==> src/rtl/vidlock_pkg.sv <==
// Shared types for the video-locked sync generator.
package vidlock_pkg;
    // Pending frame-end correction requested by the alignment logic.
    typedef enum logic [1:0] {
        CORR_NONE = 2'd0,
        CORR_HOLD = 2'd1,
        CORR_ADV  = 2'd2
    } corr_e;
endpackage

==> src/rtl/vidlock_div.sv <==
// Divided-clock generator. An accumulator advances on each pix_en cycle by
// one (step_mode=0) or by PPC (step_mode=1). When it reaches div_value it
// pulses. In PPC mode the excess is kept, so the pulse rate is exact.
// Assumes PPC < 2**DIV_W. A div_value of zero parks the accumulator.
module vidlock_div #(
    parameter int DIV_W = 12,
    parameter int PPC   = 4
) (
    input  logic             clk,
    input  logic             rst_n,
    input  logic             pix_en,
    input  logic             step_mode,
    input  logic [DIV_W-1:0] div_value,
    output logic             div_pulse
);
    localparam int SUM_W = DIV_W + 1;
    localparam logic [SUM_W-1:0] STEP_WIDE = SUM_W'(PPC);
    localparam logic [SUM_W-1:0] STEP_ONE  = SUM_W'(1);

    logic [DIV_W-1:0] cnt_q;
    logic [SUM_W-1:0] sum;
    logic [SUM_W-1:0] excess;
    logic             hit;

    // Next accumulator sum and terminal detection.
    always_comb begin
        sum    = {1'b0, cnt_q} + (step_mode ? STEP_WIDE : STEP_ONE);
        excess = sum - {1'b0, div_value};
        hit    = pix_en && (div_value != '0) && (sum >= {1'b0, div_value});
    end

    // Accumulator update and registered pulse.
    always_ff @(posedge clk) begin
        if (!rst_n) begin
            cnt_q     <= '0;
            div_pulse <= 1'b0;
        end else begin
            div_pulse <= hit;
            if (div_value == '0) begin
                cnt_q <= '0;
            end else if (pix_en) begin
                if (hit) cnt_q <= step_mode ? excess[DIV_W-1:0] : '0;
                else     cnt_q <= sum[DIV_W-1:0];
            end
        end
    end

    // in unit-step mode a terminal count pulses and restarts from zero.
    a_r2_unit_wrap: assert property (@(posedge clk) disable iff (!rst_n)
        (pix_en && !step_mode && div_value != '0 &&
         ({1'b0, cnt_q} + STEP_ONE) >= {1'b0, div_value})
        |=> (div_pulse && cnt_q == '0));

    // a zero divider value never lets a pulse out.
    a_r4_zero_quiet: assert property (@(posedge clk) disable iff (!rst_n)
        (div_value == '0) |=> !div_pulse);

    // without a pixel step the accumulator is frozen and silent.
    a_r5_no_step: assert property (@(posedge clk) disable iff (!rst_n)
        (!pix_en && div_value != '0) |=> ($stable(cnt_q) && !div_pulse));
endmodule

==> src/rtl/vidlock_frame.sv <==
// Line counter of the output frame. Each line_start advances it. It wraps
// after frame_lines lines and registers a one-cycle sof_pulse. A pending
// correction is applied only at the frame end: HOLD repeats the last line
// once, ADV wraps one line early. Assumes frame_lines >= 4.
module vidlock_frame
    import vidlock_pkg::*;
#(
    parameter int LINE_W = 12
) (
    input  logic              clk,
    input  logic              rst_n,
    input  logic              line_start,
    input  logic [LINE_W-1:0] frame_lines,
    input  corr_e             corr,
    output logic [LINE_W-1:0] line_nxt,
    output logic              corr_taken,
    output logic              sof_pulse
);
    logic [LINE_W-1:0] line_cnt_q;
    logic [LINE_W-1:0] last_line;
    logic              wrap;

    // Next line position, with the frame-end correction folded in.
    always_comb begin
        last_line  = frame_lines - LINE_W'(1);
        line_nxt   = line_cnt_q;
        wrap       = 1'b0;
        corr_taken = 1'b0;
        if (line_start) begin
            if (line_cnt_q >= last_line) begin
                if (corr == CORR_HOLD) begin
                    corr_taken = 1'b1;
                end else begin
                    line_nxt = '0;
                    wrap     = 1'b1;
                end
            end else if (corr == CORR_ADV && line_cnt_q == last_line - LINE_W'(1)) begin
                line_nxt   = '0;
                wrap       = 1'b1;
                corr_taken = 1'b1;
            end else begin
                line_nxt = line_cnt_q + LINE_W'(1);
            end
        end
    end

    // Line count register and start-of-frame pulse.
    always_ff @(posedge clk) begin
        if (!rst_n) begin
            line_cnt_q <= '0;
            sof_pulse  <= 1'b0;
        end else begin
            line_cnt_q <= line_nxt;
            sof_pulse  <= wrap;
        end
    end

    // a start-of-frame pulse always coincides with line zero.
    a_r6_sof_at_zero: assert property (@(posedge clk) disable iff (!rst_n)
        sof_pulse |-> (line_cnt_q == '0));

    // between line strobes the position and the pulse stay put.
    a_r6_frozen: assert property (@(posedge clk) disable iff (!rst_n)
        !line_start |=> ($stable(line_cnt_q) && !sof_pulse));
endmodule

==> src/rtl/vidlock_align.sv <==
// Alignment and lock tracking against an external start of frame. On an
// accepted ext_sof it takes the line distance d from line_nxt and requests
// a one-line hold or advance for the frame end. It also scores d for the
// lock flag. Assumes ext_sof arrives together with a line_start.
module vidlock_align
    import vidlock_pkg::*;
#(
    parameter int LINE_W = 12
) (
    input  logic              clk,
    input  logic              rst_n,
    input  logic              ext_sync_en,
    input  logic              ext_sof,
    input  logic              ext_locked,
    input  logic [LINE_W-1:0] frame_lines,
    input  logic [LINE_W-1:0] line_nxt,
    input  logic              corr_taken,
    output corr_e             corr,
    output logic              locked
);
    logic              sync_ok;
    logic              in_win;
    logic              prev_good_q;
    logic [LINE_W-1:0] half_lines;
    logic [LINE_W-1:0] last_line;
    corr_e             want;

    // Classify the distance of the external frame start.
    always_comb begin
        sync_ok    = ext_sync_en && ext_locked;
        half_lines = frame_lines >> 1;
        last_line  = frame_lines - LINE_W'(1);
        in_win     = (line_nxt == '0) || (line_nxt == LINE_W'(1)) ||
                     (line_nxt == last_line);
        if (line_nxt == '0)           want = CORR_NONE;
        else if (line_nxt < half_lines) want = CORR_HOLD;
        else                          want = CORR_ADV;
    end

    // Correction request, two-in-a-row lock history and flag.
    always_ff @(posedge clk) begin
        if (!rst_n || !sync_ok) begin
            corr        <= CORR_NONE;
            prev_good_q <= 1'b0;
            locked      <= 1'b0;
        end else if (ext_sof) begin
            corr        <= want;
            prev_good_q <= in_win;
            locked      <= in_win && prev_good_q;
        end else if (corr_taken) begin
            corr <= CORR_NONE;
        end
    end

    // without a trusted external reference nothing stays pending or locked.
    a_r10_unsync_clear: assert property (@(posedge clk) disable iff (!rst_n)
        !(ext_sync_en && ext_locked) |=> (!locked && corr == CORR_NONE));

    // the lock flag rises only on an accepted external frame start.
    a_r9_lock_on_sof: assert property (@(posedge clk) disable iff (!rst_n)
        $rose(locked) |-> $past(ext_sof));
endmodule

==> src/rtl/vidlock_sync_gen.sv <==
// Top of the video-locked sync generator. It joins the divided-clock
// accumulator, the frame line counter and the external alignment tracker.
// Assumes line_start and pix_en come from the video output's own counters.
module vidlock_sync_gen
    import vidlock_pkg::*;
#(
    parameter int DIV_W  = 12,
    parameter int LINE_W = 12,
    parameter int PPC    = 4
) (
    input  logic              clk,
    input  logic              rst_n,
    input  logic              pix_en,
    input  logic              step_mode,
    input  logic [DIV_W-1:0]  div_value,
    input  logic              line_start,
    input  logic [LINE_W-1:0] frame_lines,
    input  logic              ext_sync_en,
    input  logic              ext_sof,
    input  logic              ext_locked,
    output logic              div_pulse,
    output logic              sof_pulse,
    output logic              sof_locked
);
    corr_e             corr;
    logic              corr_taken;
    logic [LINE_W-1:0] line_nxt;

    // Divided reference clock.
    vidlock_div #(.DIV_W(DIV_W), .PPC(PPC)) div_i (
        .clk       (clk),
        .rst_n     (rst_n),
        .pix_en    (pix_en),
        .step_mode (step_mode),
        .div_value (div_value),
        .div_pulse (div_pulse)
    );

    // Frame line position and start-of-frame pulse.
    vidlock_frame #(.LINE_W(LINE_W)) frame_i (
        .clk         (clk),
        .rst_n       (rst_n),
        .line_start  (line_start),
        .frame_lines (frame_lines),
        .corr        (corr),
        .line_nxt    (line_nxt),
        .corr_taken  (corr_taken),
        .sof_pulse   (sof_pulse)
    );

    // External frame alignment and lock flag.
    vidlock_align #(.LINE_W(LINE_W)) align_i (
        .clk         (clk),
        .rst_n       (rst_n),
        .ext_sync_en (ext_sync_en),
        .ext_sof     (ext_sof),
        .ext_locked  (ext_locked),
        .frame_lines (frame_lines),
        .line_nxt    (line_nxt),
        .corr_taken  (corr_taken),
        .corr        (corr),
        .locked      (sof_locked)
    );
endmodule

==> config.mk <==
export PLATFORM = sky130hd
export DESIGN_NAME = vidlock_sync_gen
export DESIGN_NICKNAME = d
export VERILOG_FILES = /design/src/rtl/vidlock_pkg.sv /design/src/rtl/vidlock_div.sv /design/src/rtl/vidlock_frame.sv /design/src/rtl/vidlock_align.sv /design/src/rtl/vidlock_sync_gen.sv
export SDC_FILE = /design/constraint.sdc
export NUM_CORES = 1
export LEC_CHECK = 0
export ABC_AREA = 1
export BUFFER_PORTS_ARGS = -buffer_cell sky130_fd_sc_hd__buf_4
export CORE_MARGIN = 1.5
export CORE_UTILIZATION = 55
export CTS_BUF_LIST = sky130_fd_sc_hd__clkbuf_8
export DETAILED_ROUTE_END_ITERATION = 8
export HOLD_SLACK_MARGIN = 0.05
export PLACE_DENSITY = 0.77
export SETUP_SLACK_MARGIN = 0.2
export SYNTH_ARGS = -nofsm -noshare
export SYNTH_HDL_FRONTEND = slang
export SYNTH_SLANG_ARGS = --single-unit
==> constraint.sdc <==
create_clock -name clk -period 3.7 [get_ports clk]
set_input_delay 0.185 -clock clk [delete_from_list [all_inputs] [get_ports clk]]
set_output_delay 0.185 -clock clk [all_outputs]
set_load 0.02 [all_outputs]
==> results.toml, run 1 <==
[sta]
finalHoldViolCount = 0
setup_repair_after_global_routing_missed_its_margin = "true"
max_freq_mhz = 280
slew_headroom = 0.591
tns_ns = 0
fin_skew_ns = 0.00565
final-setup-viol-count = 0
final_min_period_over_clock_period = 0.964
timing_max_transition_violations_final = 0
finalWorstPathRequiredPeriod_ns = 3.57
tightestPinTransition_ns = 0.614

[worst_hold_path]
min_from = "ext_sof"
worstHoldPathType = "in2reg"

[clock_network]
clkTransAtPathRegs_ns = 0.07
max_h_tree_level = 2
insertion_delay_ns = 0.29
tritoncts = "built"
postCtsHoldBufs = 0
cts.root.buffer_cell = "sky130_fd_sc_hd__clkbuf_8"
cts_made_buffers = 5
clock_tree.buffer_depth = 2
tritoncts_num_sinks = 30

[cells_and_area]
antenna-diode-count = 0
commonest_non_fill_non_tap_cells_in_the_layout = "sky130_fd_sc_hd__nand2_1, sky130_fd_sc_hd__buf_4, sky130_fd_sc_hd__inv_1"
multi_input_area_sq_um = 3480
seqCellArea_sq_um = 606
area_growth_pct = 37.6
post_route_cells_drive_above_1_share = 0.322
final_nets = 865
layout_commonest_cell = "sky130_fd_sc_hd__nand2_1"
layout.core_utilization = 0.774
fillers = 521
post-route-cell-area_sq_um = 5560

[detailed_routing]
post-route-drc-count = 0
vias_after_detailed_routing = 5195
wirelength_um = 14400
detail_route.wl_per_cell_um = 16.1
detail_route.first_pass.iterations = 7
first_iter_violations = 559
post_route_ant_nets = 0
avgViaCountPerCell = 5.82

[place]
gp_routability_congestion = 0.892
placement.cell_area_sq_um = 4700
dp_hpwl_um = 9720
io_buffers = 34

[critical_path]
critical_path_peak_fanout = 10
critPathKind = "reg2reg"
endpoint_kind = "flip-flop"
worstPathCellList = "inv_1, ha_4, nor3_1, nand3_1, nor2_1, nand3_1, nor2_1, nand3_1, nor2_2, nand3_4, nand4_1, nand2_2, ha_4, a21oi_2, o21ai_2, a21oi_2, o21bai_1, a221oi_2, nand3_1, a21oi_2"
critical-path-top-delay-family = "simple AND/OR/NAND/NOR gates"
critical_path.max_stage_delay_ns = 0.35
crit_start = "frame_i.line_cnt_q[0]"
worst_r2r_startpoint = "frame_i.line_cnt_q[0]"
required_time_of_the_worst_setup_path_ns = 3.92
startpoint_type = "flip-flop"
ff2ff_setup_slack_ns = 0.13
path_common_cell = "sky130_fd_sc_hd__nand3_1"
cp.arrival_ns = 3.79
cp.buffers_inverters = 1
critPathSlowestCell = "sky130_fd_sc_hd__dfxtp_1"

[logic_synthesis]
synth_ff_type = "sky130_fd_sc_hd__dfxtp_1"
ys_seq_elements = 30
synth-async-reset-ratio = 0
syn-mean-instance-area_sq_um = 5.88
synth_cell_types = 41
mappedNetlistArea_sq_um = 4040
mappedNetlistNets = 759
synth_sequential_area_ratio = 0.149
synth_edf_count = 0
synthesis.yosys.warnings = 0
syn-instance-count = 687

[die]
initial_core_util = 0.563
coreArea_sq_um = 7180
std_cell_rows = 31
die_area_sq_um = 7870
top_level_ports = 35
die_outline_width_um = 88.7
die_h_um = 88.7

[global_routing]
first_pass_grt_wire_length_um = 19500
grt-ovfl-total = 0
track_usage = 0.315
grt_antenna_before_repair = 0
first_global_vias = 4276
grt_max_degree = 16

[power_and_ir_drop]
fin_total_pwr_mw = 1.05
max_vdd_drop_mv = 0.232
power.density_nw_per_um2 = 189
leakagePower_nw = 2.78

[job]
drv.max_cap_violation_count = 0

[outcome]
outcome = "completed"
## report_power, final
group	internal, mW	total, mW	leakage (nW)	switching, mW
Sequential	0.329	0.336	0.244	0.00722
Combinational	0.170	0.421	2.48	0.250
Clock	0.150	0.293	0.0472	0.143
Total	0.649	1.05	2.78	0.401
## state kept, by name, indices dropped and copies added (netlist names)
name,flops
align_i.corr,2
div_i.cnt_q,12
frame_i.line_cnt_q,12
align_i.prev_good_q,1
div_i.div_pulse,1
align_i.locked,1
frame_i.sof_pulse,1
## synth_stat cells, types with 2 or more instances
master                     count  share of area
sky130_fd_sc_hd__nand3b_1      3         0.0056
sky130_fd_sc_hd__nand2_2      19          0.029
sky130_fd_sc_hd__nand2_4       2         0.0056
sky130_fd_sc_hd__nor2_1       64          0.059
sky130_fd_sc_hd__or2_2         2         0.0031
sky130_fd_sc_hd__clkbuf_1      5         0.0046
sky130_fd_sc_hd__nor3_1       15          0.019
sky130_fd_sc_hd__o211ai_1      6          0.011
sky130_fd_sc_hd__o21ai_1       3         0.0037
sky130_fd_sc_hd__a31oi_1       3         0.0046
sky130_fd_sc_hd__nand3_1      61          0.076
sky130_fd_sc_hd__nor2_2        6         0.0093
sky130_fd_sc_hd__a21oi_1      37          0.046
sky130_fd_sc_hd__nor2_4        7          0.020
sky130_fd_sc_hd__xnor2_1       2         0.0043
sky130_fd_sc_hd__xor2_1       16          0.035
sky130_fd_sc_hd__clkinv_1      3         0.0028
sky130_fd_sc_hd__o21bai_1      2         0.0037
sky130_fd_sc_hd__nand3_4       2         0.0087
sky130_fd_sc_hd__inv_1       103          0.096
sky130_fd_sc_hd__a221oi_1      2         0.0043
sky130_fd_sc_hd__inv_2         6         0.0056
sky130_fd_sc_hd__dfxtp_1      30           0.15
sky130_fd_sc_hd__o21ai_0      19          0.024
sky130_fd_sc_hd__ha_1         39           0.12
sky130_fd_sc_hd__o31ai_1       2         0.0037
sky130_fd_sc_hd__nand2_1     200           0.19
sky130_fd_sc_hd__nand4_1      15          0.023
## final timing paths
kind	depth (start not counted)	to
setup reg to reg	20	align_i.corr[0]
hold / removal	3	align_i.prev_good_q
setup / recovery	20	align_i.corr[0]
hold reg to reg	2	align_i.prev_good_q
## worst reg2reg max path, stage by stage (launching register included)
cell	delay (ns)
sky130_fd_sc_hd__dfxtp_1	0.35
sky130_fd_sc_hd__inv_1	0.09
sky130_fd_sc_hd__ha_4	0.23
sky130_fd_sc_hd__nor3_1	0.28
sky130_fd_sc_hd__nand3_1	0.12
sky130_fd_sc_hd__nor2_1	0.11
sky130_fd_sc_hd__nand3_1	0.08
sky130_fd_sc_hd__nor2_1	0.17
sky130_fd_sc_hd__nand3_1	0.11
sky130_fd_sc_hd__nor2_2	0.15
sky130_fd_sc_hd__nand3_4	0.20
sky130_fd_sc_hd__nand4_1	0.19
sky130_fd_sc_hd__nand2_2	0.11
sky130_fd_sc_hd__ha_4	0.26
sky130_fd_sc_hd__a21oi_2	0.16
sky130_fd_sc_hd__o21ai_2	0.09
sky130_fd_sc_hd__a21oi_2	0.16
sky130_fd_sc_hd__o21bai_1	0.10
sky130_fd_sc_hd__a221oi_2	0.29
sky130_fd_sc_hd__nand3_1	0.12
sky130_fd_sc_hd__a21oi_2	0.12
## area by class of cell
type	count	share of cell area
clock inverters	2	0.00225
inverters	112	0.0779
repair inverters	1	0.000676
clock buffers	6	0.0149
well taps	99	0.0223
flip-flops and latches	30	0.109
multi-input cells	538	0.626
repair buffers	105	0.147
## routing by layer
| metal | GRT usage | vias up | share of wire |
|---|---|---|---|
| li1 | - | 2423 | - |
| met1 | 0.448 | 2391 | 0.42 |
| met2 | 0.500 | 318 | 0.46 |
| met3 | 0.0466 | 63 | 0.088 |
| met4 | 0.0767 | 0 | 0.036 |
| met5 | 0 | - | 0 |
## stage by stage
step                      hold slack (ns)  setup WS [ns]  std cells
after floorplan                     0.328          0.211        687
after global placement              0.454         0.0399        853
after detailed placement            0.464         -0.142        853
after CTS                           0.170          0.193        872
after global routing                0.180        -0.0287        893
final                               0.174          0.132        893
## cells by family (layout without fill, tap and decap cells)
group                      count (synthesis)  count (layout)  share of synthesized area
adders and majority gates                 40              40                      0.126
AOI/OAI and AO/OA                         77              77                      0.109
and+or+nand+nor                          401             401                      0.458
DFF                                       30              30                      0.149
xor gates and xnor gates                  20              20                     0.0471
buffers and inverters                    119             226                      0.112
## repair_timing
action,4_1_cts,5_1_grt
pin swaps,3,63
gates resized for setup,10,118
buffers inserted,10,21
gates cloned,1,0
setup endpoints to repair,14,17
(Power assumes the default switching activity.)
==> inputs of run 2 (changes only) <==
--- a/config.mk
+++ b/config.mk
@@ -7,12 +7,14 @@
 export LEC_CHECK = 0
 export ABC_AREA = 1
 export BUFFER_PORTS_ARGS = -buffer_cell sky130_fd_sc_hd__buf_4
-export CORE_MARGIN = 1.5
-export CORE_UTILIZATION = 55
+export CELL_PAD_IN_SITES_DETAIL_PLACEMENT = 2
+export CELL_PAD_IN_SITES_GLOBAL_PLACEMENT = 2
+export CORE_UTILIZATION = 30
 export CTS_BUF_LIST = sky130_fd_sc_hd__clkbuf_8
 export DETAILED_ROUTE_END_ITERATION = 8
 export HOLD_SLACK_MARGIN = 0.05
-export PLACE_DENSITY = 0.77
+export MAX_ROUTING_LAYER = met4
+export PLACE_DENSITY_LB_ADDON = 0.1
 export SETUP_SLACK_MARGIN = 0.2
 export SYNTH_ARGS = -nofsm -noshare
 export SYNTH_HDL_FRONTEND = slang
==> run 2 against run 1 <==
Against the previous run:
- power up 11%
- routed wire length up 64%
- critical endpoint unchanged
- cell count up 13%
- die area up 77%
- combinational power up 16%
- non-clock buffer count up 38
- design area up 8.5%
- sequential power about the same
- clock skew up 0.00069 ns
- largest power group unchanged
- the run now ends with setup timing left
- worst setup slack worse by 0.14 ns
- worst hold slack better by 0.012 ns
==> results.toml, run 2 (synthesized netlist as in run 1, its figures left out) <==
[outcome]
outcome = "finished with violations"
violated_checks = "setup timing"

[job]
drv.max_cap_violation_count = 0

[power_and_ir_drop]
power_report.internal_total_mw = 0.705
clock_power_share = 0.291
power.density_nw_per_um2 = 194
switching_share = 0.396
power.switching_mw = 0.463
combPwrFrac = 0.420
max_vdd_drop_mv = 0.137
fin_total_pwr_mw = 1.17
power.share.sequential = 0.289
leakagePower_nw = 2.97

[clock_network]
tritoncts = "built"
clkTransAtPathRegs_ns = 0.07
cts.root.buffer_cell = "sky130_fd_sc_hd__clkbuf_8"
tritoncts_num_sinks = 30
max_h_tree_level = 2
postCtsHoldBufs = 0
clock_tree.buffer_depth = 2
cts_made_buffers = 5
insertion_delay_ns = 0.30

[critical_path]
required_time_of_the_worst_setup_path_ns = 3.94
critPathKind = "in2reg"
endpoint_kind = "flip-flop"
critical_path_peak_fanout = 6
critical_path.max_stage_delay_ns = 0.30
path_common_cell = "sky130_fd_sc_hd__nand2_2"
critPathSlowestCell = "sky130_fd_sc_hd__ha_4"
cp.arrival_ns = 3.94
startpoint_type = "input pin"

[sta]
finalWorstPathRequiredPeriod_ns = 3.70
fin_skew_ns = 0.00634
tightestPinTransition_ns = 0.595
setup_ws_ns = -0.00438
finalHoldViolCount = 0
max_freq_mhz = 270
timing_max_transition_violations_final = 0
slew_headroom = 0.603
final_min_period_over_clock_period = 1.00
fin_hold_ws_ns = 0.186
final-setup-viol-count = 2
setup_repair_after_global_routing_missed_its_margin = "true"

[place]
io_buffers = 34
gp_routability_congestion = 0.855
placement.cell_area_sq_um = 5220
dp_hpwl_um = 14700
numPlacedInstances = 985
pre_cts_slack_ns = -0.324

[detailed_routing]
vias_after_detailed_routing = 5475
first_iter_violations = 259
post-route-drc-count = 0
detail_route.wl_per_cell_um = 23.4
wirelength_um = 23600
detailroute.wirelength.met3_um = 991
detail_route.first_pass.iterations = 5
top_layer_used = "met4"
dr_wl_met2_um = 11700
avgViaCountPerCell = 5.44
wirelength_met1_um = 10300
post_route_ant_nets = 0

[cells_and_area]
final-instance-count-excl-fill = 1007
commonest_non_fill_non_tap_cells_in_the_layout = "sky130_fd_sc_hd__nand2_1, sky130_fd_sc_hd__buf_4, sky130_fd_sc_hd__inv_1"
multi_input_area_sq_um = 3550
layout_commonest_cell = "sky130_fd_sc_hd__nand2_1"
antenna-diode-count = 0
layout_top_registers = "div_i.cnt_q (12), frame_i.line_cnt_q (12), align_i.corr (2)"
post-route-cell-area_sq_um = 6030
final_nets = 902
area_growth_pct = 49.3
seqCellArea_sq_um = 604
fillers = 1548
post_route_cells_drive_above_1_share = 0.368

[die]
std_cell_rows = 42
die_outline_width_um = 118
die_area_sq_um = 13900
initial_core_util = 0.306
top_level_ports = 35
die_h_um = 118
coreArea_sq_um = 13200

[global_routing]
grt-ovfl-total = 0
first_global_vias = 5469
grt_antenna_before_repair = 0
track_usage = 0.262
first_pass_grt_wire_length_um = 28100
grt_max_degree = 16

[worst_hold_path]
worstHoldPathType = "in2reg"
run 2: worst paths after layout:
kind,slack [ns],depth (start not counted),end,startpoint
setup / recovery,-0.004,28,align_i.corr[0],frame_lines[1]
hold / removal,0.19,3,align_i.locked,ext_sof
setup reg to reg,0.09,21,div_i.cnt_q[6],div_i.cnt_q[2]
hold reg to reg,0.48,2,div_i.cnt_q[9],div_i.cnt_q[9]
run 2: cell type report:
type / count / area share
timing repair buffer: 143 / 0.186
clock buffer: 8 / 0.0183
inverter: 112 / 0.0710
multi-input combinational: 538 / 0.588
sequential: 30 / 0.100
tap: 176 / 0.0365
run 2: repair_timing:
action / in CTS / in global routing
buffers inserted: 6 / 8
resized for setup: 40 / 106
endpoints found under the setup margin: 16 / 17
pin swaps: 16 / 50
gates cloned: 0 / 0
run 2: metal layers:
layer  GRT usage  vias up
met5           -        -
met4      0.0529        0
met3      0.0281       65
met2       0.435      147
met1       0.344     2771
li1            -     2492
run 2: power by group through the flow:
stage	sequential [mW]	clock, mW	combinational (mW)
3_5_place_dp	0.342	0	0.388
3_3_place_gp	0.341	0	0.369
4_1_cts	0.336	0.340	0.408
5_1_grt	0.338	0.360	0.522
2_1_floorplan	0.340	0	0.207
6_report	0.337	0.340	0.490
run 2: through the flow:
stage / setup TNS, ns / utilization
detailed placement: -3.60 / 0.396
finish: -0.00851 / 0.457
CTS: 0 / 0.420
global route: -1.17 / 0.457
global placement: -1.38 / 0.396
floorplan: 0 / -
run 2: worst max-delay path: cells and delay by family:
kind	cells	cell delay [ns]
fa+ha+maj	2	0.54
buf+inv	3	0.40
simple gates	17	1.90
compound gates	6	0.92
